**config.mk**
```make
export PLATFORM = sky130hd
export DESIGN_NAME = frame_rx
export DESIGN_NICKNAME = d
export VERILOG_FILES = /design/src/rtl/frame_rx.sv
export SDC_FILE = /design/constraint.sdc
export NUM_CORES = 1
export LEC_CHECK = 0
export ABC_AREA = 1
export CORE_ASPECT_RATIO = 0.6
export CORE_MARGIN = 2
export CORE_UTILIZATION = 55
export DETAILED_ROUTE_END_ITERATION = 6
export MAX_ROUTING_LAYER = met4
export PLACE_DENSITY = 0.86
export SLEW_MARGIN = 0
export SYNTH_ARGS = -nofsm -noshare
export SYNTH_HDL_FRONTEND = slang
export SYNTH_SLANG_ARGS = --single-unit
export TNS_END_PERCENT = 5
```
**constraint.sdc**
```tcl
create_clock -name clk -period 3.1 [get_ports clk]
set_input_delay 0.465 -clock clk [delete_from_list [all_inputs] [get_ports clk]]
set_output_delay 0.465 -clock clk [all_outputs]
set_load 0.05 [all_outputs]
```
**src/rtl/frame_rx.sv**
```systemverilog
module frame_rx #(
  parameter int          MAX_LEN    = 1024,
  parameter int          ADDR_BYTES = 3,
  parameter int          LEN_BYTES  = 2,
  parameter logic [7:0]  SOF_BYTE   = 8'h7E,
  parameter logic [7:0]  EOF_BYTE   = 8'h7F,
  parameter logic [7:0]  CRC_POLY   = 8'h07,
  parameter logic [7:0]  CRC_INIT   = 8'h00,
  localparam int         AW = ADDR_BYTES * 8,
  localparam int         LW = LEN_BYTES * 8,
  localparam int         BW = $clog2(MAX_LEN)
) (
  input  logic          clk,
  input  logic          rst_n,
  input  logic [7:0]    rx_data,
  input  logic          rx_valid,
  output logic          wr_en,
  output logic [BW-1:0] wr_addr,
  output logic [7:0]    wr_data,
  output logic [7:0]    hdr_type,
  output logic [AW-1:0] hdr_addr,
  output logic [LW-1:0] hdr_len,
  output logic [7:0]    hdr_crc,
  output logic          msg_ok,
  output logic          crc_err,
  output logic          eof_err,
  output logic          len_err
);

  typedef enum logic [2:0] {S_HUNT, S_TYPE, S_ADDR, S_LEN, S_DATA, S_CHK, S_END} state_t;

  state_t        st;
  logic [LW-1:0] cnt;
  logic [7:0]    crc;
  logic [7:0]    crc_nx;
  logic [LW-1:0] len_nx;

  function automatic logic [7:0] crc_step(input logic [7:0] c, input logic [7:0] d);
    logic [7:0] r;
    r = c ^ d;
    for (int i = 0; i < 8; i++)
      r = r[7] ? {r[6:0], 1'b0} ^ CRC_POLY : {r[6:0], 1'b0};
    return r;
  endfunction

  assign crc_nx = crc_step(crc, rx_data);
  assign len_nx = LW'({hdr_len, rx_data});

  always_ff @(posedge clk) begin
    if (!rst_n) begin
      st       <= S_HUNT;
      cnt      <= '0;
      crc      <= CRC_INIT;
      wr_en    <= 1'b0;
      wr_addr  <= '0;
      wr_data  <= '0;
      hdr_type <= '0;
      hdr_addr <= '0;
      hdr_len  <= '0;
      hdr_crc  <= '0;
      msg_ok   <= 1'b0;
      crc_err  <= 1'b0;
      eof_err  <= 1'b0;
      len_err  <= 1'b0;
    end else begin
      wr_en   <= 1'b0;
      msg_ok  <= 1'b0;
      crc_err <= 1'b0;
      eof_err <= 1'b0;
      len_err <= 1'b0;
      if (rx_valid) begin
        case (st)
          S_HUNT: begin
            if (rx_data == SOF_BYTE) begin
              st  <= S_TYPE;
              crc <= CRC_INIT;
            end
          end
          S_TYPE: begin
            hdr_type <= rx_data;
            crc      <= crc_nx;
            cnt      <= '0;
            st       <= S_ADDR;
          end
          S_ADDR: begin
            hdr_addr <= AW'({hdr_addr, rx_data});
            crc      <= crc_nx;
            if (cnt == LW'(ADDR_BYTES - 1)) begin
              cnt <= '0;
              st  <= S_LEN;
            end else begin
              cnt <= cnt + 1'b1;
            end
          end
          S_LEN: begin
            hdr_len <= len_nx;
            crc     <= crc_nx;
            if (cnt == LW'(LEN_BYTES - 1)) begin
              cnt <= '0;
              if (len_nx == '0 || len_nx > LW'(MAX_LEN)) begin
                len_err <= 1'b1;
                st      <= S_HUNT;
              end else begin
                st <= S_DATA;
              end
            end else begin
              cnt <= cnt + 1'b1;
            end
          end
          S_DATA: begin
            wr_en   <= 1'b1;
            wr_addr <= cnt[BW-1:0];
            wr_data <= rx_data;
            crc     <= crc_nx;
            if (cnt == hdr_len - 1'b1) st <= S_CHK;
            else                       cnt <= cnt + 1'b1;
          end
          S_CHK: begin
            hdr_crc <= rx_data;
            st      <= S_END;
          end
          S_END: begin
            st <= S_HUNT;
            if (rx_data != EOF_BYTE) eof_err <= 1'b1;
            else if (crc != hdr_crc) crc_err <= 1'b1;
            else                     msg_ok  <= 1'b1;
          end
          default: st <= S_HUNT;
        endcase
      end
    end
  end

  a_r11_one_outcome: assert property (@(posedge clk) disable iff (!rst_n)
    $onehot0({msg_ok, crc_err, eof_err, len_err}));

  a_r5_ok_after_end: assert property (@(posedge clk) disable iff (!rst_n)
    msg_ok |-> ($past(rx_valid) && $past(rx_data) == EOF_BYTE));

  a_r7_end_missing: assert property (@(posedge clk) disable iff (!rst_n)
    eof_err |-> ($past(rx_valid) && $past(rx_data) != EOF_BYTE));

  a_r8_len_range: assert property (@(posedge clk) disable iff (!rst_n)
    len_err |-> (hdr_len == '0 || hdr_len > LW'(MAX_LEN)));

  a_r3_write_from_byte: assert property (@(posedge clk) disable iff (!rst_n)
    wr_en |-> ($past(rx_valid) && wr_data == $past(rx_data)));

  a_r3_addr_step: assert property (@(posedge clk) disable iff (!rst_n)
    (wr_en && $past(wr_en)) |-> (wr_addr == BW'($past(wr_addr) + 1'b1)));

  a_r9_no_write_idle: assert property (@(posedge clk) disable iff (!rst_n)
    !$past(rx_valid) |-> !(wr_en || msg_ok || crc_err || eof_err || len_err));

endmodule

```
==> metrics, run 1 <==
first-pass GRT wire length=24.34 mm; P&R area growth vs syn=24.40%; via count=5,355; total wire length=14.97 mm; initial antenna violation count=0; clock-pin transition on the worst setup and hold timing paths=0.07 ns; setup slack, reg-to-reg=0.75 ns; RSZ-0062 raised after global routing=false; Mapped Area=0.005271 sq mm; leakage=2.674 nW; # DRC=0; PD cells=467.1 mW/mm^2; CTS tree=built; R2R depth=15; I/O pins=90; GRT overflow=0; Mapped Cells=749; total power=3.063 mW; WHS Path Cells=2; FF+latch count, synth=106; Setup TNS=0 ns; Critical Path AT=2.65 ns; HP Start=wr_addr[7]; Critical Path RT=3.35 ns; Initial Util=56.95%; Final Wtd Congestion=0.9743; CTS resizes=0; Die Y=79.83 um; layout cells sized above 1=6.731%; largest net degree at the start of global routing=67; Syn Nets=764; syn_area_per_cell=7.038 sq um; Final Max Slew Viols=0; count of cell types in the netlist=40; Hold Violations, Final=0; Startpoint Class=primary input; Reg-to-Reg End=cnt[15]; Die Width=130.4 um; Diodes inserted=0; RR Startpoint=hdr_len[0]; Clock Sinks=106; number of global-route vias before repair=4,800; worst slew pin tran=0.7447 ns; final std cells w/o fill=962; number of port buffers=89; Bufs on Longest Clock Path=2; row cnt=27; crit end category=flop; critical path class=in2reg; min cycle time layout=2.397 ns; ys async rst share=0%; clock skew=0.006368 ns; Ys Warns=0; Final setup viols=0; dpl cells=946; CTS Buf Count=9; Layout fillers=785; status=finished, final reports clean; GRT Overall Usage=30.92%; Setup Fix Bufs, Post-CTS=0; post-route ant nets=0; MaxCap Viol Count=0; Final Cycle Share=77.31%; Worst Path Max Fanout=26; Seq/Total Area, Yosys=40.26%; Slew HR=50.30%; die area=0.01041 sq mm; Max IR drop VDD=0.0003521 V; Top FF cell, synth=dfxtp_1; htree depth=3; via/cell ratio=5.567; Max Freq=417.3 MHz; Post-synth EDFFs=0; Layout Nets=842; WL per Instance=15.56 um; Clock Latency Late Sink=0.35 ns; core area=0.009256 sq mm; DRT Pass-1 Iters=5; HPWL after DPL=11.03 mm; Hold EP=wr_addr[7]; cts hold-fix bufs=0; type of the most critical hold path=reg2reg; DRT iter0 DRCs=561; root buf cell=clkbuf_16
-- stage by stage --
step | setup WS [ns] | util [%] | instance area [sq um] | hold slack [ns]
detailed placement | 0.3732 | 67.56 | 6254 | 0.4546
global route | 0.4578 | 70.84 | 6558 | 0.4914
CTS | 0.7357 | 70.84 | 6558 | 0.4705
floorplan | 0.7119 | - | 5271 | 0.4717
finish | 0.7034 | 70.84 | 6558 | 0.4726
global placement | 0.4508 | 67.56 | 6254 | 0.4525
-- cell usage after synthesis (all sizes together) (7+ instances only) --
library cell  instances  share of area [%]
nand3                45                4.6
o21ai                69                6.6
nor3                  9               0.95
xor2                 21                3.5
nand4                14                1.7
buf                   7               0.88
inv                  70                5.0
nand2               140                 10
a21oi                72                6.9
dfxtp               106                 40
a31oi                 8               0.95
nor2                115                9.0
clkbuf               25                1.8
xnor2                22                3.7
-- sequential cells by signal (all words and copies together) (netlist names) --
signal and count:
msg_ok 1, len_err 1, crc 8, crc_err 1, hdr_addr 24, wr_en 1, hdr_type 8, st 3
hdr_len 16, wr_data 8, eof_err 1, wr_addr 10, cnt 16, hdr_crc 8
-- placed cells by master (no fill, tap or decap), types with 2 or more instances in the layout --
master,Yosys,routed
nor4_1,4,4
nor2_1,104,104
dfxtp_1,106,106
inv_2,3,3
inv_1,66,66
ha_1,4,4
nand2_1,136,136
clkdlybuf4s50_1,0,88
nand3_1,43,43
buf_4,0,10
a31oi_1,8,8
or2_2,5,5
nand3b_1,5,5
o21ai_0,67,67
xor2_1,21,21
nand4_1,14,14
a21oi_1,71,71
xnor2_1,22,22
nor2_2,8,8
nor2_4,3,3
nand2_2,3,3
clkinv_4,0,2
and3_1,2,2
nor3_1,8,8
clkbuf_16,0,9
-- per-layer routing --
| metal | vias up | GRT usage [%] | routed length [um] |
|---|---|---|---|
| met2 | 253 | 43.72 | 6385 |
| li1 | 2600 | - | - |
| met1 | 2486 | 45.20 | 7055 |
| met5 | - | - | 0 |
| met3 | 16 | 6.836 | 1390 |
| met4 | 0 | 6.596 | 140 |
-- worst max-delay path: stages --
cell and delay [ns]:
clkdlybuf4s50_1 0.58, inv_2 0.11, nor4_2 0.24, inv_1 0.09, o21ai_2 0.18, nand3_4 0.16, nor2_4 0.27, nand2_4 0.12
inv_4 0.22, nand2_1 0.08, nand2_1 0.09, nor2_2 0.04
-- worst max path at each step --
stage                     startpoint  endpoint  slack [ns]  cells past startpoint
after detailed placement  rx_data[4]   cnt[15]        0.37                     12
after floorplan           hdr_len[0]   cnt[13]        0.71                     14
after global routing      rx_data[5]   cnt[10]        0.46                     12
after global placement    rx_data[4]   cnt[15]        0.45                     12
final                     rx_data[4]   cnt[15]        0.70                     12
after CTS                 rx_data[4]   cnt[15]        0.74                     12
-- where the power goes --
group	internal [mW]	total [mW]	switching, mW
clock	0.638	1.17	0.533
combinational	0.149	0.453	0.305
sequential	1.40	1.44	0.0393
-- cells by family (layout without fill, tap and decap cells) --
| kind of cell | count (synthesis) | in the layout | share of synthesized area (%) |
|---|---|---|---|
| buf+inv | 102 | 185 | 7.714 |
| xor+xnor | 43 | 43 | 7.145 |
| flops | 106 | 106 | 40.26 |
| fa+ha+maj | 4 | 4 | 0.9495 |
| compound gates | 153 | 153 | 15.05 |
| simple gates | 341 | 341 | 28.89 |
-- cell type report --
class	instances	area [sq um]	share of cell area, %
Clock buffer	10	229.0	3.492
Timing Repair Buffer	99	960.9	14.65
Multi-Input combinational cell	541	2743	41.82
Tap cell	130	162.7	2.480
Clock inverter	6	75.07	1.145
Sequential cell	106	2122	32.36
Inverter	70	265.3	4.045
Power figures use the tool's default switching activity.
==> run 2, diff against run 1 <==
Settings changed: CORE_UTILIZATION 55 to 53, PLACE_DENSITY 0.86 to 0.84.
Clock period 3.1 ns to 2.3 ns, I/O delays scaled along.
==> metrics, run 2 (synthesized netlist as in run 1, its figures left out) <==
CP top delay family=buffers and inverters (was simple AND/OR/NAND/NOR gates); critical path class=reg2out (was in2reg); cts hold-fix bufs=0 (unchanged); Max IR drop VDD=0.0004518 V (was 0.0003521 V); largest net degree at the start of global routing=41 (was 67); Final Hold Slack=0.3839 ns (was 0.4726 ns); R2R depth=15 (unchanged); Critical Path AT=1.82 ns (was 2.65 ns); via count=5,382 (was 5,355); Die Width=132.8 um (was 130.4 um); commonest cells after routing, fill and taps aside=nand2_1, dfxtp_1, nor2_1 (unchanged); Biggest register=hdr_addr (unchanged); root buf cell=clkbuf_16 (unchanged); Initial Util=53.93% (was 56.95%); first-pass GRT wire length=24.52 mm (was 24.34 mm); die area=0.01079 sq mm (was 0.01041 sq mm); leakage=2.812 nW (was 2.674 nW); Setup TNS=0 ns (unchanged); worst slew pin tran=0.7603 ns (was 0.7447 ns); max reg flops=24 (unchanged); Final setup viols=0 (unchanged); WHS Path Cells=3 (was 2); Stages on worst setup path=1 (was 12); WL per Instance=15.58 um (was 15.56 um); number of buffers and inverters on the critical path=1 (was 4); number of global-route vias before repair=4,824 (was 4,800); crit end category=primary output (was flop); clock skew=0.007771 ns (was 0.006368 ns); post-route ant nets=0 (unchanged); P&R area growth vs syn=28.67% (was 24.40%); number of port buffers=89 (unchanged); Critical Path RT=1.96 ns (was 3.35 ns); status=finished, final reports clean (unchanged); Clock Latency Late Sink=0.36 ns (was 0.35 ns); Die Y=81.25 um (was 79.83 um); Max Freq=461.8 MHz; PD cells=635.6 mW/mm^2 (was 467.1 mW/mm^2); Bufs on Longest Clock Path=2 (unchanged); critical path cell sequence=clkdlybuf4s50_1 (was clkdlybuf4s50_1 -> inv_2 -> nor4_2 -> inv_1 -> o21ai_2 -> nand3_4 -> nor2_4 -> nand2_4 -> inv_4 -> nand2_1 -> nand2_1 -> nor2_2); Final Wtd Congestion=0.9396 (was 0.9743); commonest non-fill, non-tap cell in the layout=nand2_1 (unchanged); biggest regs=hdr_addr: 24 flops, cnt: 16 flops, hdr_len: 16 flops (unchanged); GRT overflow=0 (unchanged); Diodes inserted=0 (unchanged); setup ws final=0.1344 ns (was 0.7034 ns); Final Cycle Share=94.16%; HPWL after DPL=11.23 mm (was 11.03 mm); min cycle time layout=2.166 ns; via/cell ratio=5.447 (was 5.567); GRT Overall Usage=29.69% (was 30.92%); layout cells sized above 1=9.848% (was 6.731%); core area=0.009774 sq mm (was 0.009256 sq mm); Layout Nets=863 (was 842); CTS tree=built (unchanged); htree depth=3 (unchanged); Startpoint Class=flop (was primary input); Final Max Slew Viols=0 (unchanged); row cnt=28 (was 27); type of the most critical hold path=in2reg (was reg2reg); clock-pin transition on the worst setup and hold timing paths=0.08 ns (was 0.07 ns); Worst Path Max Fanout=8 (was 26); CTS Buf Count=9 (unchanged); # DRC=0 (unchanged); max incr delay on CP=0.88 ns (was 0.58 ns); Hold Violations, Final=0 (unchanged); initial antenna violation count=0 (unchanged); worst slack, placed=-0.04545 ns (was 0.3732 ns); DRT iter0 DRCs=439 (was 561); critical path's slowest cell=clkdlybuf4s50_1 (unchanged); MaxCap Viol Count=0 (unchanged); DRT Pass-1 Iters=7 (was 5); I/O pins=90 (unchanged); total wire length=15.39 mm (was 14.97 mm); Slew HR=49.26% (was 50.30%); Clock Sinks=106 (unchanged)
==> run 2: what timing repair did <==
| item | 4_1_cts | 5_1_grt |
|---|---|---|
| endpoints found under the hold margin | 0 | 0 |
| buffers inserted | 0 | 1 |
| gates resized for setup | 0 | 8 |
| setup endpoints to repair | 0 | 19 |
==> run 2: per-stage QoR <==
step	util (%)	cells	total power, mW	cell area (sq um)
after floorplan	-	749	2.399	5273
after global placement	65.62	971	2.589	6414
after detailed placement	65.62	971	2.610	6414
after CTS	69.01	987	4.324	6745
after global routing	69.39	988	4.463	6783
final	69.39	988	4.311	6783
==> run 2: power breakdown <==
part           switching, mW  internal, mW  total, mW
logic                  0.425         0.222      0.647
clock network          0.751         0.976       1.73
registers             0.0510          1.89       1.94
==> run 2: path summary, 6_finish.rpt <==
kind / from / slack, ns / end
worst max-delay path: hdr_len[3] / 0.13 / hdr_len[3]
worst min-delay path: rst_n / 0.38 / cnt[0]
worst max register to register: hdr_len[0] / 0.15 / st[1]
worst min register to register: wr_data[4] / 0.46 / wr_data[4]
==> run 2: layout make-up <==
cell class	instances	area [sq um]
Multi-Input combinational cell	541	2771
Sequential cell	106	2125
Inverter	70	267.8
Fill cell	773	2992
Clock inverter	7	106.4
Timing Repair Buffer	120	1119
Clock buffer	9	225.2
Tap cell	135	168.9
==> run 2: layer usage <==
layer  vias up  track usage (%)  wire [um]
met2       251            43.94       6582
met5         -                -          0
met1      2481            40.39       7207
li1       2636                -          -
met4         0            7.204        142
met3        14            8.177       1461
==> run 2: worst reg2reg max path, cell delays in order, from the launching register on <==
cell and delay [ns]:
dfxtp_2 0.36, inv_1 0.10, ha_2 0.21, nand2_2 0.10
nor2_4 0.18, nand3_1 0.10, nand2_1 0.08, nand2_1 0.06
inv_1 0.05, nand2_1 0.08, nor2_4 0.17, nand2_1 0.09
nand2_2 0.12, nand2_1 0.11, o21ai_0 0.18, nor2_1 0.06
==> run 3, diff against run 2 <==
Settings changed: CAP_MARGIN from default to 0, CORE_MARGIN 2 to 1.5, HOLD_SLACK_MARGIN from default to 0.03.
==> metrics, run 3 (synthesized netlist as in run 1, its figures left out) <==
layout cells sized above 1=9.708% (was 9.848%); Max IR drop VDD=0.0004716 V (was 0.0004518 V); Critical Path AT=2.35 ns (was 1.82 ns); crit end category=flop (was primary output); met3 usage=6.061% (was 8.177%); final core occ=71.63% (was 69.39%); PD cells=607.8 mW/mm^2 (was 635.6 mW/mm^2); number of global-route vias before repair=4,978 (was 4,824); GRT Overall Usage=31.08% (was 29.69%); setup ws final=0.1598 ns (was 0.1344 ns); Bufs on Longest Clock Path=2 (unchanged); htree depth=3 (unchanged); CTS Buf Count=9 (unchanged); max reg flops=24 (unchanged); Slew HR=47.84% (was 49.26%); critical path's slowest cell=dfxtp_2 (was clkdlybuf4s50_1); leakage=2.791 nW (was 2.812 nW); DRT Pass-1 Iters=5 (was 7); largest net degree at the start of global routing=45 (was 41); Max Freq=467.2 MHz (was 461.8 MHz); die area=0.01057 sq mm (was 0.01079 sq mm); clock-pin transition on the worst setup and hold timing paths=0.07 ns (was 0.08 ns); RR Startpoint=hdr_len[0] (unchanged); commonest cells after routing, fill and taps aside=nand2_1, dfxtp_1, nor2_1 (unchanged); HP Start=rst_n (unchanged); CTS tree=built (unchanged); P&R area growth vs syn=28.08% (was 28.67%); via/cell ratio=5.459 (was 5.447); min cycle time layout=2.140 ns (was 2.166 ns); max incr delay on CP=0.36 ns (was 0.88 ns); HPWL after DPL=11.60 mm (was 11.23 mm); Hold Violations, Final=0 (unchanged); Layout Nets=865 (was 863); RSZ-0062 raised after global routing=true; root buf cell=clkbuf_16 (unchanged); first-pass GRT wire length=25.16 mm (was 24.52 mm); crit path launch=hdr_len[0] (was hdr_len[3]); number of port buffers=89 (unchanged); WL per Instance=15.76 um (was 15.58 um); Die Width=131.8 um (was 132.8 um); worst slew pin tran=0.7815 ns (was 0.7603 ns); I/O pins=90 (unchanged); critical path class=reg2reg (was reg2out); core area=0.009425 sq mm (was 0.009774 sq mm); clock skew=0.005661 ns (was 0.007771 ns); Critical Path RT=2.51 ns (was 1.96 ns); Initial Util=55.93% (was 53.93%); GRT overflow=0 (unchanged); # DRC=0 (unchanged); type of the most critical hold path=in2reg (unchanged); biggest regs=hdr_addr: 24 flops, cnt: 16 flops, hdr_len: 16 flops (unchanged); post-route ant nets=0 (unchanged); Clock Latency Late Sink=0.35 ns (was 0.36 ns); row cnt=27 (was 28); commonest non-fill, non-tap cell in the layout=nand2_1 (unchanged); worst slack, placed=0.02090 ns (was -0.04545 ns); critical path cell sequence=inv_1 -> ha_2 -> nand2_2 -> nor2_4 -> nand2_1 -> nand2_1 -> nand2_1 -> nor2_1 -> nand2_1 -> nor2_4 -> nand3_2 -> nand2_4 -> inv_6 -> nand2_1 -> a21oi_2 (was clkdlybuf4s50_1); Die Y=80.25 um (was 81.25 um); GR Layer Usage met1=43.17% (was 40.39%); via count=5,377 (was 5,382); Diodes inserted=0 (unchanged); Biggest register=hdr_addr (unchanged); cell mode on critical path=nand2_1; Layout fillers=767 (was 773); Final Max Slew Viols=0 (unchanged); GR peak layer=met2 (unchanged); M2 GR Usage=45.95% (was 43.94%); Clock Sinks=106 (unchanged); Worst Path Max Fanout=26 (was 8); status=finished, final reports clean (unchanged); initial antenna violation count=0 (unchanged); Final Cycle Share=93.05% (was 94.16%); total wire length=15.53 mm (was 15.39 mm); Startpoint Class=flop (unchanged); MaxCap Viol Count=0 (unchanged); Final setup viols=0 (unchanged); Final Hold Slack=0.3897 ns (was 0.3839 ns); Final Wtd Congestion=0.9369 (was 0.9396); DRT iter0 DRCs=569 (was 439)
run 3: where the power goes:
part	total [mW]	switching (mW)	internal [mW]
clock network	1.52	0.752	0.768
registers	1.94	0.0504	1.89
logic	0.648	0.426	0.222
run 3: path summary, 6_finish.rpt:
path / to / slack [ns] / depth (start not counted)
setup / recovery: cnt[12] / 0.16 / 15
hold reg to reg: wr_addr[4] / 0.47 / 2
setup reg to reg: cnt[12] / 0.16 / 15
hold / removal: cnt[8] / 0.39 / 3
run 3: per-layer routing:
layer	up-vias	wire length, um	part of all wire [%]
met1	2489	7631	49
met3	24	1175	7.6
met4	0	224	1.4
li1	2652	-	-
met5	-	0	0
met2	212	6494	42
run 3: area by class of cell:
| cell class | instances | area (sq um) | area share (%) |
|---|---|---|---|
| inverter | 70 | 267.8 | 3.966 |
| timing repair buffer | 122 | 1146 | 16.98 |
| clock inverter | 7 | 68.82 | 1.019 |
| tap | 130 | 162.7 | 2.409 |
| multi-input combinational | 541 | 2758 | 40.84 |
| clock buffer | 9 | 225.2 | 3.336 |
| sequential | 106 | 2123 | 31.45 |
run 3: per-stage QoR:
step | setup TNS (ns) | cells | total power, mW | instance area (sq um)
final | 0 | 985 | 4.103 | 6751
after global routing | -0.06631 | 985 | 4.257 | 6751
after CTS | 0 | 985 | 4.114 | 6734
after detailed placement | 0 | 969 | 2.613 | 6440
after global placement | 0 | 969 | 2.595 | 6440
after floorplan | 0 | 749 | 2.399 | 5273
run 3: worst max-delay path: cells and delay by family (launching register included):
family | cells | cell delay, ns
compound gates | 1 | 0.05
flops | 1 | 0.36
fa+ha+maj | 1 | 0.20
buf+inv | 2 | 0.18
simple gates | 11 | 1.21
run 3: what timing repair did:
| action | 4_1_cts | 5_1_grt |
|---|---|---|
| hold buffers | 0 | 0 |
| setup endpoints to repair | 0 | 18 |
| setup buffers | 0 | 0 |
| resized for setup | 0 | 5 |
